## src/rtl/rn_pkg.sv

```systemverilog
package rn_pkg;
    typedef enum logic [1:0] {
        CLS_INT  = 2'd0,
        CLS_FP   = 2'd1,
        CLS_MISC = 2'd2
    } rn_class_e;
endpackage

```

## src/rtl/rn_free_pool.sv

```systemverilog
module rn_free_pool #(
    parameter int DEPTH      = 16,
    parameter int IDXW       = 6,
    parameter int INIT_CNT   = 8,
    parameter int INIT_FIRST = 8
) (
    input  logic            clk,
    input  logic            rst_n,
    input  logic            pop,
    input  logic            push,
    input  logic [IDXW-1:0] push_idx,
    output logic [IDXW-1:0] head,
    output logic            empty,
    output logic [$clog2(DEPTH+1)-1:0] count
);
    localparam int PTRW = (DEPTH > 1) ? $clog2(DEPTH) : 1;
    localparam int CNTW = $clog2(DEPTH+1);

    typedef struct packed {
        logic [DEPTH-1:0][IDXW-1:0] slots;
        logic [PTRW-1:0]            rd;
        logic [PTRW-1:0]            wr;
        logic [CNTW-1:0]            cnt;
    } pool_st_t;

    pool_st_t st_d, st_q;
    logic do_pop, do_push;

    always_comb begin
        st_d    = st_q;
        do_pop  = pop && (st_q.cnt != '0);
        do_push = push && ((st_q.cnt != CNTW'(DEPTH)) || do_pop);
        if (do_pop) begin
            st_d.rd = (st_q.rd == PTRW'(DEPTH-1)) ? '0 : st_q.rd + 1'b1;
        end
        if (do_push) begin
            st_d.slots[st_q.wr] = push_idx;
            st_d.wr = (st_q.wr == PTRW'(DEPTH-1)) ? '0 : st_q.wr + 1'b1;
        end
        if (do_push && !do_pop) begin
            st_d.cnt = st_q.cnt + 1'b1;
        end else if (do_pop && !do_push) begin
            st_d.cnt = st_q.cnt - 1'b1;
        end
    end

    always_ff @(posedge clk) begin
        if (!rst_n) begin
            for (int k = 0; k < DEPTH; k++) begin
                st_q.slots[k] <= (k < INIT_CNT) ? IDXW'(INIT_FIRST + k) : '0;
            end
            st_q.rd  <= '0;
            st_q.wr  <= PTRW'(INIT_CNT % DEPTH);
            st_q.cnt <= CNTW'(INIT_CNT);
        end else begin
            st_q <= st_d;
        end
    end

    assign head  = st_q.slots[st_q.rd];
    assign empty = (st_q.cnt == '0);
    assign count = st_q.cnt;

    // no release may arrive at a full pool without a pop
    p_no_overflow_r10: assert property (@(posedge clk) disable iff (!rst_n)
        !(push && !pop && (count == CNTW'(DEPTH))));

    // occupancy moves by exactly one on a lone pop
    p_pop_count_r9: assert property (@(posedge clk) disable iff (!rst_n)
        (pop && !empty && !push) |=> (count == $past(count) - 1'b1));
endmodule

```

## src/rtl/rn_map_table.sv

```systemverilog
module rn_map_table #(
    parameter int NMAP = 16,
    parameter int NLI  = 8,
    parameter int NPI  = 16,
    parameter int PW   = 6
) (
    input  logic                    clk,
    input  logic                    rst_n,
    input  logic [$clog2(NMAP)-1:0] rd_a_idx,
    output logic [PW-1:0]           rd_a_data,
    input  logic [$clog2(NMAP)-1:0] rd_b_idx,
    output logic [PW-1:0]           rd_b_data,
    input  logic                    wr_a_en,
    input  logic [$clog2(NMAP)-1:0] wr_a_idx,
    input  logic [PW-1:0]           wr_a_data,
    input  logic                    wr_b_en,
    input  logic [$clog2(NMAP)-1:0] wr_b_idx,
    input  logic [PW-1:0]           wr_b_data
);
    localparam int MW = $clog2(NMAP);

    typedef struct packed {
        logic [NMAP-1:0][PW-1:0] ent;
    } map_st_t;

    map_st_t map_d, map_q;

    always_comb begin
        map_d = map_q;
        if (wr_a_en) map_d.ent[wr_a_idx] = wr_a_data;
        // recovery write is applied last so it takes priority
        if (wr_b_en) map_d.ent[wr_b_idx] = wr_b_data;
    end

    always_ff @(posedge clk) begin
        if (!rst_n) begin
            for (int i = 0; i < NMAP; i++) begin
                map_q.ent[i] <= (i < NLI) ? PW'(i) : PW'(NPI + i - NLI);
            end
        end else begin
            map_q <= map_d;
        end
    end

    assign rd_a_data = map_q.ent[rd_a_idx];
    assign rd_b_data = map_q.ent[rd_b_idx];

    // a set-entry lands on the next cycle
    p_set_lands_r8: assert property (@(posedge clk) disable iff (!rst_n)
        wr_b_en |=> (map_q.ent[$past(wr_b_idx)] == $past(wr_b_data)));

    // a rename write lands unless overridden by a set-entry
    p_rename_lands_r2: assert property (@(posedge clk) disable iff (!rst_n)
        (wr_a_en && !(wr_b_en && (wr_b_idx == wr_a_idx)))
        |=> (map_q.ent[$past(wr_a_idx)] == $past(wr_a_data)));

    initial begin
        p_size_ok: assert (MW >= 1);
    end
endmodule

```

## src/rtl/rn_rename_map.sv

```systemverilog
module rn_rename_map #(
    parameter int NLI        = 8,
    parameter int NLF        = 8,
    parameter int NPI        = 16,
    parameter int NPF        = 16,
    parameter int NMISC      = 4,
    parameter int INT_ZERO   = 0,
    parameter int FP_ZERO    = 8,
    parameter bit FP_ZERO_EN = 1'b1,
    localparam int NLOG      = NLI + NLF,
    localparam int NPHY      = NPI + NPF,
    localparam int AW        = $clog2(NLOG + NMISC),
    localparam int PW        = $clog2(NPHY + NMISC),
    localparam int CW        = $clog2(((NPI > NPF) ? NPI : NPF) + 1)
) (
    input  logic          clk,
    input  logic          rst_n,
    input  logic          rn_valid,
    output logic          rn_ready,
    input  logic [AW-1:0] rn_arch,
    output logic [PW-1:0] rn_new,
    output logic [PW-1:0] rn_prev,
    input  logic [AW-1:0] lk_arch,
    output logic [PW-1:0] lk_phys,
    input  logic          set_valid,
    input  logic [AW-1:0] set_arch,
    input  logic [PW-1:0] set_phys,
    input  logic          rel_valid,
    input  logic [PW-1:0] rel_phys,
    output logic [CW-1:0] free_count
);
    import rn_pkg::*;

    localparam int MW          = $clog2(NLOG);
    localparam int ICW         = $clog2(NPI + 1);
    localparam int FCW         = $clog2(NPF + 1);
    localparam int FP_ZERO_PHY = NPI + FP_ZERO - NLI;

    function automatic rn_class_e classify(input logic [AW-1:0] a);
        if (a < AW'(NLI))       return CLS_INT;
        else if (a < AW'(NLOG)) return CLS_FP;
        else                    return CLS_MISC;
    endfunction

    function automatic logic [PW-1:0] misc_phys(input logic [AW-1:0] a);
        return PW'(a) - PW'(NLOG) + PW'(NPHY);
    endfunction

    rn_class_e rn_cls, lk_cls, set_cls;
    logic      rn_is_zero, needs_alloc, fire, fire_int, fire_fp;
    logic      rel_int, rel_fp;
    logic [PW-1:0] tbl_rn, tbl_lk, int_head, fp_head;
    logic      int_empty, fp_empty;
    logic [ICW-1:0] int_cnt;
    logic [FCW-1:0] fp_cnt;

    always_comb begin
        rn_cls      = classify(rn_arch);
        lk_cls      = classify(lk_arch);
        set_cls     = classify(set_arch);
        rn_is_zero  = ((rn_cls == CLS_INT) && (rn_arch == AW'(INT_ZERO))) ||
                      (FP_ZERO_EN && (rn_cls == CLS_FP) && (rn_arch == AW'(FP_ZERO)));
        needs_alloc = (rn_cls != CLS_MISC) && !rn_is_zero;
        rn_ready    = !needs_alloc ||
                      ((rn_cls == CLS_INT) ? !int_empty : !fp_empty);
        fire        = rn_valid && rn_ready && needs_alloc;
        fire_int    = fire && (rn_cls == CLS_INT);
        fire_fp     = fire && (rn_cls == CLS_FP);
        rn_prev     = (rn_cls == CLS_MISC) ? misc_phys(rn_arch) : tbl_rn;
        if (!needs_alloc)           rn_new = rn_prev;
        else if (rn_cls == CLS_INT) rn_new = int_head;
        else                        rn_new = fp_head;
        lk_phys     = (lk_cls == CLS_MISC) ? misc_phys(lk_arch) : tbl_lk;
        rel_int     = rel_valid && (rel_phys < PW'(NPI)) &&
                      (rel_phys != PW'(INT_ZERO));
        rel_fp      = rel_valid && (rel_phys >= PW'(NPI)) && (rel_phys < PW'(NPHY)) &&
                      !(FP_ZERO_EN && (rel_phys == PW'(FP_ZERO_PHY)));
        free_count  = (CW'(int_cnt) < CW'(fp_cnt)) ? CW'(int_cnt) : CW'(fp_cnt);
    end

    rn_map_table #(
        .NMAP(NLOG), .NLI(NLI), .NPI(NPI), .PW(PW)
    ) u_table (
        .clk       (clk),
        .rst_n     (rst_n),
        .rd_a_idx  (MW'(rn_arch)),
        .rd_a_data (tbl_rn),
        .rd_b_idx  (MW'(lk_arch)),
        .rd_b_data (tbl_lk),
        .wr_a_en   (fire),
        .wr_a_idx  (MW'(rn_arch)),
        .wr_a_data (rn_new),
        .wr_b_en   (set_valid && (set_cls != CLS_MISC)),
        .wr_b_idx  (MW'(set_arch)),
        .wr_b_data (set_phys)
    );

    rn_free_pool #(
        .DEPTH(NPI), .IDXW(PW), .INIT_CNT(NPI - NLI), .INIT_FIRST(NLI)
    ) u_int_pool (
        .clk(clk), .rst_n(rst_n),
        .pop(fire_int), .push(rel_int), .push_idx(rel_phys),
        .head(int_head), .empty(int_empty), .count(int_cnt)
    );

    rn_free_pool #(
        .DEPTH(NPF), .IDXW(PW), .INIT_CNT(NPF - NLF), .INIT_FIRST(NPI + NLF)
    ) u_fp_pool (
        .clk(clk), .rst_n(rst_n),
        .pop(fire_fp), .push(rel_fp), .push_idx(rel_phys),
        .head(fp_head), .empty(fp_empty), .count(fp_cnt)
    );

    // integer allocations stay in the integer physical range
    p_int_in_class_r2: assert property (@(posedge clk) disable iff (!rst_n)
        fire_int |-> (int_head < PW'(NPI)));

    // float allocations stay in the float physical range
    p_fp_in_class_r3: assert property (@(posedge clk) disable iff (!rst_n)
        fire_fp |-> ((fp_head >= PW'(NPI)) && (fp_head < PW'(NPHY))));

    // integer zero register is always accepted and maps to itself
    p_zero_noalloc_r4: assert property (@(posedge clk) disable iff (!rst_n)
        (rn_valid && (rn_arch == AW'(INT_ZERO))) |-> (rn_ready && (rn_new == rn_prev)));

    // misc registers bypass the table beyond the physical range
    p_misc_fixed_r6: assert property (@(posedge clk) disable iff (!rst_n)
        (rn_valid && (rn_arch >= AW'(NLOG))) |->
        (rn_ready && (rn_new == rn_prev) && (rn_new >= PW'(NPHY))));

    // free count is the smaller pool occupancy
    p_free_min_r9: assert property (@(posedge clk) disable iff (!rst_n)
        (CW'(int_cnt) >= free_count) && (CW'(fp_cnt) >= free_count) &&
        ((CW'(int_cnt) == free_count) || (CW'(fp_cnt) == free_count)));

    // an allocation never happens from an empty pool
    p_ready_pool_r11: assert property (@(posedge clk) disable iff (!rst_n)
        (fire_int |-> !int_empty) and (fire_fp |-> !fp_empty));
endmodule

```

## config.mk

```make
export PLATFORM = sky130hd
export DESIGN_NAME = rn_rename_map
export DESIGN_NICKNAME = d
export VERILOG_FILES = /design/src/rtl/rn_pkg.sv /design/src/rtl/rn_free_pool.sv /design/src/rtl/rn_map_table.sv /design/src/rtl/rn_rename_map.sv
export SDC_FILE = /design/constraint.sdc
export NUM_CORES = 1
export LEC_CHECK = 0
export BUFFER_PORTS_ARGS = -buffer_cell sky130_fd_sc_hd__buf_4
export CAP_MARGIN = 20
export CELL_PAD_IN_SITES_DETAIL_PLACEMENT = 1
export CELL_PAD_IN_SITES_GLOBAL_PLACEMENT = 1
export CORE_MARGIN = 2
export CORE_UTILIZATION = 46
export CTS_BUF_LIST = sky130_fd_sc_hd__clkbuf_8
export DETAILED_ROUTE_END_ITERATION = 10
export GPL_TIMING_DRIVEN = 0
export PLACE_DENSITY_LB_ADDON = 0.05
export SYNTH_ARGS = -nofsm -noshare
export SYNTH_HDL_FRONTEND = slang
export SYNTH_SLANG_ARGS = --single-unit
export TNS_END_PERCENT = 10
```

## constraint.sdc

```tcl
create_clock -name clk -period 4.49 [get_ports clk]
set_input_delay 1.1225 -clock clk [delete_from_list [all_inputs] [get_ports clk]]
set_output_delay 1.1225 -clock clk [all_outputs]
set_load 0.02 [all_outputs]
```

### Word level (Yosys, flattened, before mapping)

Index checks and enable logic that the tools add are counted.

* add/sub/neg operators: 12
* equality and inequality tests: 13
* $lt $le $gt $ge: 21
* muxes and demuxes: 42
* reductions and logical operators: 47

Operators with widths (count)
* $bwmux W96: 4
* $mux W96: 2
* $bmux W6 S4: 4
* $demux W6 S4: 4
* $mux W6: 12
* $lt A4 B5 Y1 const B: 7
* $logic_and A1 B1 Y1: 25
* $mux W5: 5
* $add A4 B1 Y4 const B: 4
* $eq A4 B4 Y1 const B: 4
* $ge A4 B1 Y1 const B: 4
* $mux W4: 4
* $logic_not A5 Y1: 3
* $lt A5 B4 Y1 const B: 3
* $lt A5 B5 Y1 const B: 3
* $add A6 B6 Y6 const B: 2
* $mux W2: 6
* $sub A5 B5 Y6 const B: 2
* $add A5 B1 Y5 const B: 2
* $ne A5 B5 Y1 const B: 2
* $reduce_bool A5 Y1: 2
* $sub A5 B1 Y5 const B: 2
* $logic_not A1 Y1: 9
* $eq A6 B5 Y1 const B: 1
* other kinds (13): 19

* logic and storage cells: 189
* flip-flop bits (word level): 314
* output and inout port bits: 24
* input port bits: 32

### Longest topological paths before layout

* depth after elaboration: 20
* mapped depth: 14

### Hierarchy

A second synthesis with hierarchy kept.

* cell total of the unflattened synthesis: 1755
* area total of the unflattened synthesis: 17172.7 sq um

Modules (own cells, without submodules)
* rn_map_table: area each 6020.8 sq um, cells an instance 634, times used 1
* rn_free_pool at u_int_pool: area each 5313.8 sq um, cells an instance 535, times used 1
* rn_free_pool at u_fp_pool: area each 5292.6 sq um, cells an instance 520, times used 1
* rn_rename_map: area each 545.5 sq um, cells an instance 66, times used 1

### Worst setup path after synthesis

OpenSTA, ideal clock, no wires.

* kind: input-to-output
* from: input lk_arch[0]
* to: output lk_phys[3]
* stages on the path: 7
* arrival time: 3040 ps
* slack: 327 ps
* path through: buf_2 buf_2 buf_2 mux4_2 mux2_2 o21ai_0 o31ai_1

* cells in the longest elaborated chain, start to end: 5
* elaborated cells on any way between the ends: 10
* classes of those cells: 2 x add/sub; 2 x order compare; 1 x eq/ne; 5 x mux

RTL lines
* start: declaration: RTL line rn_rename_map.sv:23 `input logic [AW-1:0] lk_arch,`
* branches (longest 4 deep; another with $sub A5 B5 Y6)
* $mux W6 (*): RTL line rn_rename_map.sv:73 `lk_phys = (lk_cls == CLS_MISC) ? misc_phys(lk_arch) : tbl_lk;`
* end: declaration: RTL line rn_rename_map.sv:24 `output logic [PW-1:0] lk_phys,`

Every way passes the cells marked *. The select of a mux whose other input is x is not followed.

### Final worst setup path

* from: register u_int_pool.st_q[9] (netlist bit)
* to: output rn_new[4]

* cells in the longest elaborated chain, start to end: 4

RTL lines
* start: declaration: RTL line rn_free_pool.sv:26 `pool_st_t st_d, st_q;`
* start signal: assignment: RTL line rn_free_pool.sv:56 `st_q <= st_d;`
* $bmux W6 S4: RTL line rn_free_pool.sv:60 `assign head = st_q.slots[st_q.rd];`
* $mux W6 (implied by the code): RTL line rn_free_pool.sv:60
* $mux W6: RTL line rn_rename_map.sv:71 `else if (rn_cls == CLS_INT) rn_new = int_head;`
* $mux W6: RTL line rn_rename_map.sv:70 `if (!needs_alloc) rn_new = rn_prev;`
* end: declaration: RTL line rn_rename_map.sv:21 `output logic [PW-1:0] rn_new,`

No other way between the ends. The select of a mux whose other input is x is not followed.

==> tab_implementation.tex <==
\begin{tabular}{lr}
\hline
Metric & Value \\
\hline
\multicolumn{2}{l}{\textbf{Status}} \\
\quad Status & finished, final reports clean \\
\multicolumn{2}{l}{\textbf{STA}} \\
\quad Post-route fraction of the period consumed by the critical path & 0.987 \\
\quad Relative slew margins & 0.288 \\
\quad Final setup viols & 0 \\
\quad Worst Tran Pin Value & about 1.1 ns \\
\quad Final number of hold-violating endpoints & 0 \\
\quad Setup repair after global routing missed its margin & false \\
\quad Max-slew violation count & 0 \\
\quad Min setup slack post-route & 0.0573 ns \\
\quad Shortest clock period the worst path allows after layout & 4.43 ns \\
\quad Accumulated negative setup slack & 0 ns \\
\quad Max Freq & 226 MHz \\
\quad Final setup skew & 0.0402 ns \\
\multicolumn{2}{l}{\textbf{Logic synthesis}} \\
\quad Number of enable-type register cells in the synthesized netlist & 0 \\
\quad Count of state elements after synthesis & 314 \\
\quad Share of synthesized flip-flops with an asynchronous set or reset & 0 \\
\quad Yosys warning count & 0 \\
\quad Post-synthesis sequential area ratio & 0.394 \\
\quad Unique masters post-synth & 73 \\
\quad Average size of a mapped cell & $\sim$10 µm² \\
\quad Netlist area before placement & around 16,000 µm² \\
\quad Syn\_nets & 1,668 \\
\quad Top flip-flop cell by instance count after synthesis & dfxtp\_1 \\
\quad Post-synthesis instance total & 1,612 \\
\multicolumn{2}{l}{\textbf{Finish}} \\
\quad Design Area, Final & $\sim$18,000 µm² \\
\quad Final net count & 1,768 \\
\quad Diode insertion count for antenna repair & 0 \\
\quad Fill cells & $\sim$3,900 \\
\quad Layout Area Growth over Synthesis & 13.3\% \\
\quad Fraction of layout instances using a drive strength above 1 & 0.174 \\
\multicolumn{2}{l}{\textbf{Placement}} \\
\quad Pre-CTS setup slack & -0.505 ns \\
\quad Routability Congestion & 0.925 \\
\quad HPWL after detailed placement & 42.4 mm \\
\quad Port buffer count & 43 \\
\quad Placed instance area & 16,900 µm² \\
\multicolumn{2}{l}{\textbf{Pwr}} \\
\quad Worst ir drop on vdd & about 0.22 mV \\
\quad PnR Total Power & approximately 6.3 mW \\
\quad Power density over the cells & about 350 nW/µm² \\
\quad LEAKAGE & 7.80 nW \\
\multicolumn{2}{l}{\textbf{Floorplanning}} \\
\quad Die ar. & 36,200 µm² \\
\quad Die boundary width & 190 µm \\
\quad CORE AREA & roughly 34,000 µm² \\
\quad Chip Height & roughly 190 µm \\
\quad Num rows & 68 \\
\quad Top Ports & 56 \\
\quad Initial Util & 0.464 \\
\multicolumn{2}{l}{\textbf{Critical path}} \\
\quad Crit path required time & 3.37 ns \\
\quad Largest fanout on the critical path & 10 \\
\quad Max stage delay cell, worst path & mux4\_2 \\
\quad Critical path class & flop to output port \\
\quad Depth of the worst register-to-register path & 12 \\
\quad Slowest Stage Delay on Critical Path & 0.56 ns \\
\quad Startpoint class of the critical path & flop \\
\quad Crit. path cell count & 9 \\
\quad CP cell instances & buf\_6 > buf\_12 > buf\_6 > mux4\_2 > mux2i\_1 > mux2i\_1 > o2bb2ai\_2 > a21o\_1 > buf\_4 \\
\quad Termination of the worst setup path & rn\_new[4] \\
\quad Number of buffer and inverter instances along the worst setup path & 4 \\
\quad Worst reg2reg path endpoint & u\_fp\_pool.count[4] \\
\quad Dominant delay contributor by cell family on the critical path & multiplexers \\
\quad Worst r2r src & u\_fp\_pool.count[0] \\
\quad Worst setup EP type & output port \\
\quad Data arrival time of the critical path & between 3 and 4 ns \\
\quad Worst setup path startpoint & u\_int\_pool.st\_q[9] \\
\quad Reg-to-reg setup timing slack & 0.94 ns \\
\multicolumn{2}{l}{\textbf{Drt}} \\
\quad Antenna-violating nets left & 0 \\
\quad Overall routed net length & 57.8 mm \\
\quad Per-cell via count in the routed design & between 6 and 7 \\
\quad Drt wl/cell & between 20 and 30 µm \\
\quad Initial DRC count & between 900 and 1,000 \\
\quad Number of design rule violations left after detail routing & 0 \\
\quad Detailed-routing iteration count for the pre-antenna-repair pass & 5 \\
\quad Number of vias after detailed routing & 13,673 \\
\multicolumn{2}{l}{\textbf{Clocking}} \\
\quad Clock latency reported for the late side of the worst-skew pair & about 0.65 ns \\
\quad Clock tree buffer depth & 3 \\
\quad Number of buffers added by the clock tree synthesis step & 55 \\
\quad Master cell of the clock root buffer & clkbuf\_8 \\
\quad Clock tree from TritonCTS & done \\
\quad H-tree Lvls & 2 \\
\quad Post-CTS Hold Buffers & 0 \\
\quad Total setup buffers inserted after CTS & 0 \\
\quad Clock-pin slew of the registers on the worst-case setup and hold paths & 0.06 ns \\
\quad Clk sinks & 314 \\
\multicolumn{2}{l}{\textbf{Global routing}} \\
\quad Remaining Overflow, GRT & 0 \\
\quad Overall Global Routing Usage & 0.324 \\
\quad Maximum number of pins on one net before global-route repair & 15 \\
\quad Number of global-route vias before repair & 14,298 \\
\quad Global-route wire length before repair & just under 90 mm \\
\quad Initial antenna violation count & 0 \\
\multicolumn{2}{l}{\textbf{Hold path}} \\
\quad Min-Delay Path Class & flop to flop \\
\multicolumn{2}{l}{\textbf{Job}} \\
\quad MaxCap Viol Count & 0 \\
\hline
\end{tabular}
==> cell type report <==
| cell class | instances | area, µm² | area share |
|---|---|---|---|
| Tap cell | 455 | 569 | 0.0315 |
| Clock buffer | 69 | 950 | 0.0525 |
| Multi-Input combinational cell | 1138 | 8990 | 0.497 |
| Buffer | 131 | 642 | 0.0355 |
| Clock inverter | 30 | 214 | 0.0118 |
| Sequential cell | 314 | 6290 | 0.348 |
| Inverter | 28 | 105 | 0.00581 |
| Timing Repair Buffer | 44 | 330 | 0.0183 |
==> cell usage after synthesis, types with 8 or more instances <==
cell	number	share of area
nand2_1	132	0.031
o211ai_1	11	0.0052
buf_2	27	0.0085
ha_1	22	0.017
buf_1	15	0.0035
o21ai_0	47	0.015
or3_1	10	0.0039
nor2b_1	17	0.0067
o211a_1	28	0.018
a21oi_1	87	0.027
a211oi_1	14	0.0066
mux2i_1	175	0.11
clkbuf_1	77	0.018
nand3b_1	14	0.0066
dfxtp_1	314	0.39
mux4_1	8	0.013
nand3_1	67	0.021
a31oi_1	17	0.0067
inv_1	27	0.0063
nand3_2	11	0.0069
mux4_2	83	0.12
nand2b_1	9	0.0035
xor2_1	9	0.0049
nor2_1	174	0.041
and3_1	59	0.023
a21o_1	11	0.0052
o21ai_1	16	0.0050
a41oi_1	9	0.0049
nand4_1	13	0.0051
mux2_2	12	0.0085
==> per-stage QoR <==
step	util	instances	hold WS, ns
floorplan	-	1612	0.409
global placement	0.490	2110	0.426
detailed placement	0.491	2111	0.429
CTS	0.525	2209	0.446
global route	0.526	2209	0.465
finish	0.526	2209	0.446
==> worst min-delay path by stage <==
stage                                   start             endpoint  cells after the start
after floorplan            u_fp_pool.st_q[41]   u_fp_pool.st_q[41]                      1
after global placement     u_fp_pool.st_q[35]   u_fp_pool.st_q[35]                      1
after detailed placement   u_fp_pool.st_q[17]   u_fp_pool.st_q[17]                      1
after CTS                 u_fp_pool.st_q[101]  u_fp_pool.st_q[101]                      2
after global routing       u_fp_pool.st_q[77]   u_fp_pool.st_q[77]                      2
final                      u_fp_pool.st_q[65]   u_fp_pool.st_q[65]                      2
==> sequential cells by signal, summed over array words and instances (netlist names) <==
signal            count
u_int_pool.st_q     104
u_fp_pool.count       5
u_table.map_q        96
u_int_pool.count      5
u_fp_pool.st_q      104
==> per-layer routing <==
layer | track usage | vias up | routed length, µm
met5 | 0 | - | 0
met4 | 0.172 | 0 | 3090
met3 | 0.0478 | 176 | 2950
met2 | 0.541 | 491 | 27500
met1 | 0.405 | 6875 | 24200
li1 | - | 6131 | -
==> worst reg2reg max path: stages (launching register included) <==
cell and delay, ns:
dfxtp_1 0.47, or4_1 0.24, nor2_1 0.07, a211oi_2 0.61, buf_2 0.42, ha_1 0.25
inv_1 0.11, fa_1 0.41, a21o_1 0.17, a21oi_1 0.18, xnor2_1 0.10, or3_1 0.30
a21oi_1 0.14
==> repair_timing <==
action | in CTS | in global routing
gates cloned | 0 | 0
setup endpoints to repair | 15 | 5
resized for setup | 14 | 10
==> kinds of logic after synthesis <==
logic type,Yosys count,share of synthesized area
buffers and inverters,160,0.0451
flip-flops,314,0.394
AO/OA/AOI/OAI,294,0.126
AND/OR/NAND/NOR,528,0.159
multiplexers,278,0.248
adder cells (fa/ha/maj),24,0.0198
XOR/XNOR,14,0.00768
==> power by group <==
part | internal (mW) | total, mW | switching (mW)
sequential | 2.82 | 2.85 | 0.0314
combinational | 0.236 | 0.661 | 0.424
clock | 1.55 | 2.81 | 1.26
total | 4.61 | 6.32 | 1.71
==> placed cells by master, fill, tap and decap left out, types with 8 or more instances in the layout <==
cell	netlist	routed
or3_1	10	10
nor2_1	174	174
clkinv_2	0	11
o211ai_1	11	11
a31oi_1	17	17
nand2_1	132	131
nand3_1	67	67
mux2i_1	175	175
dfxtp_1	314	314
and3_1	59	59
nand3b_1	14	14
o21ai_0	47	46
o211a_1	28	28
inv_1	27	41
nand3_2	11	11
nor2b_1	17	17
a21oi_1	87	86
clkbuf_8	0	69
buf_4	5	49
o21ai_1	16	15
a211oi_1	14	14
mux4_1	8	8
clkbuf_1	77	75
nand2b_1	9	9
xor2_1	9	9
buf_1	15	13
a21o_1	11	10
buf_2	27	23
buf_6	5	9
a41oi_1	9	9
mux4_2	83	83
mux2_2	12	12
ha_1	22	22
nand4_1	13	13
Power figures use the tool's default switching activity.
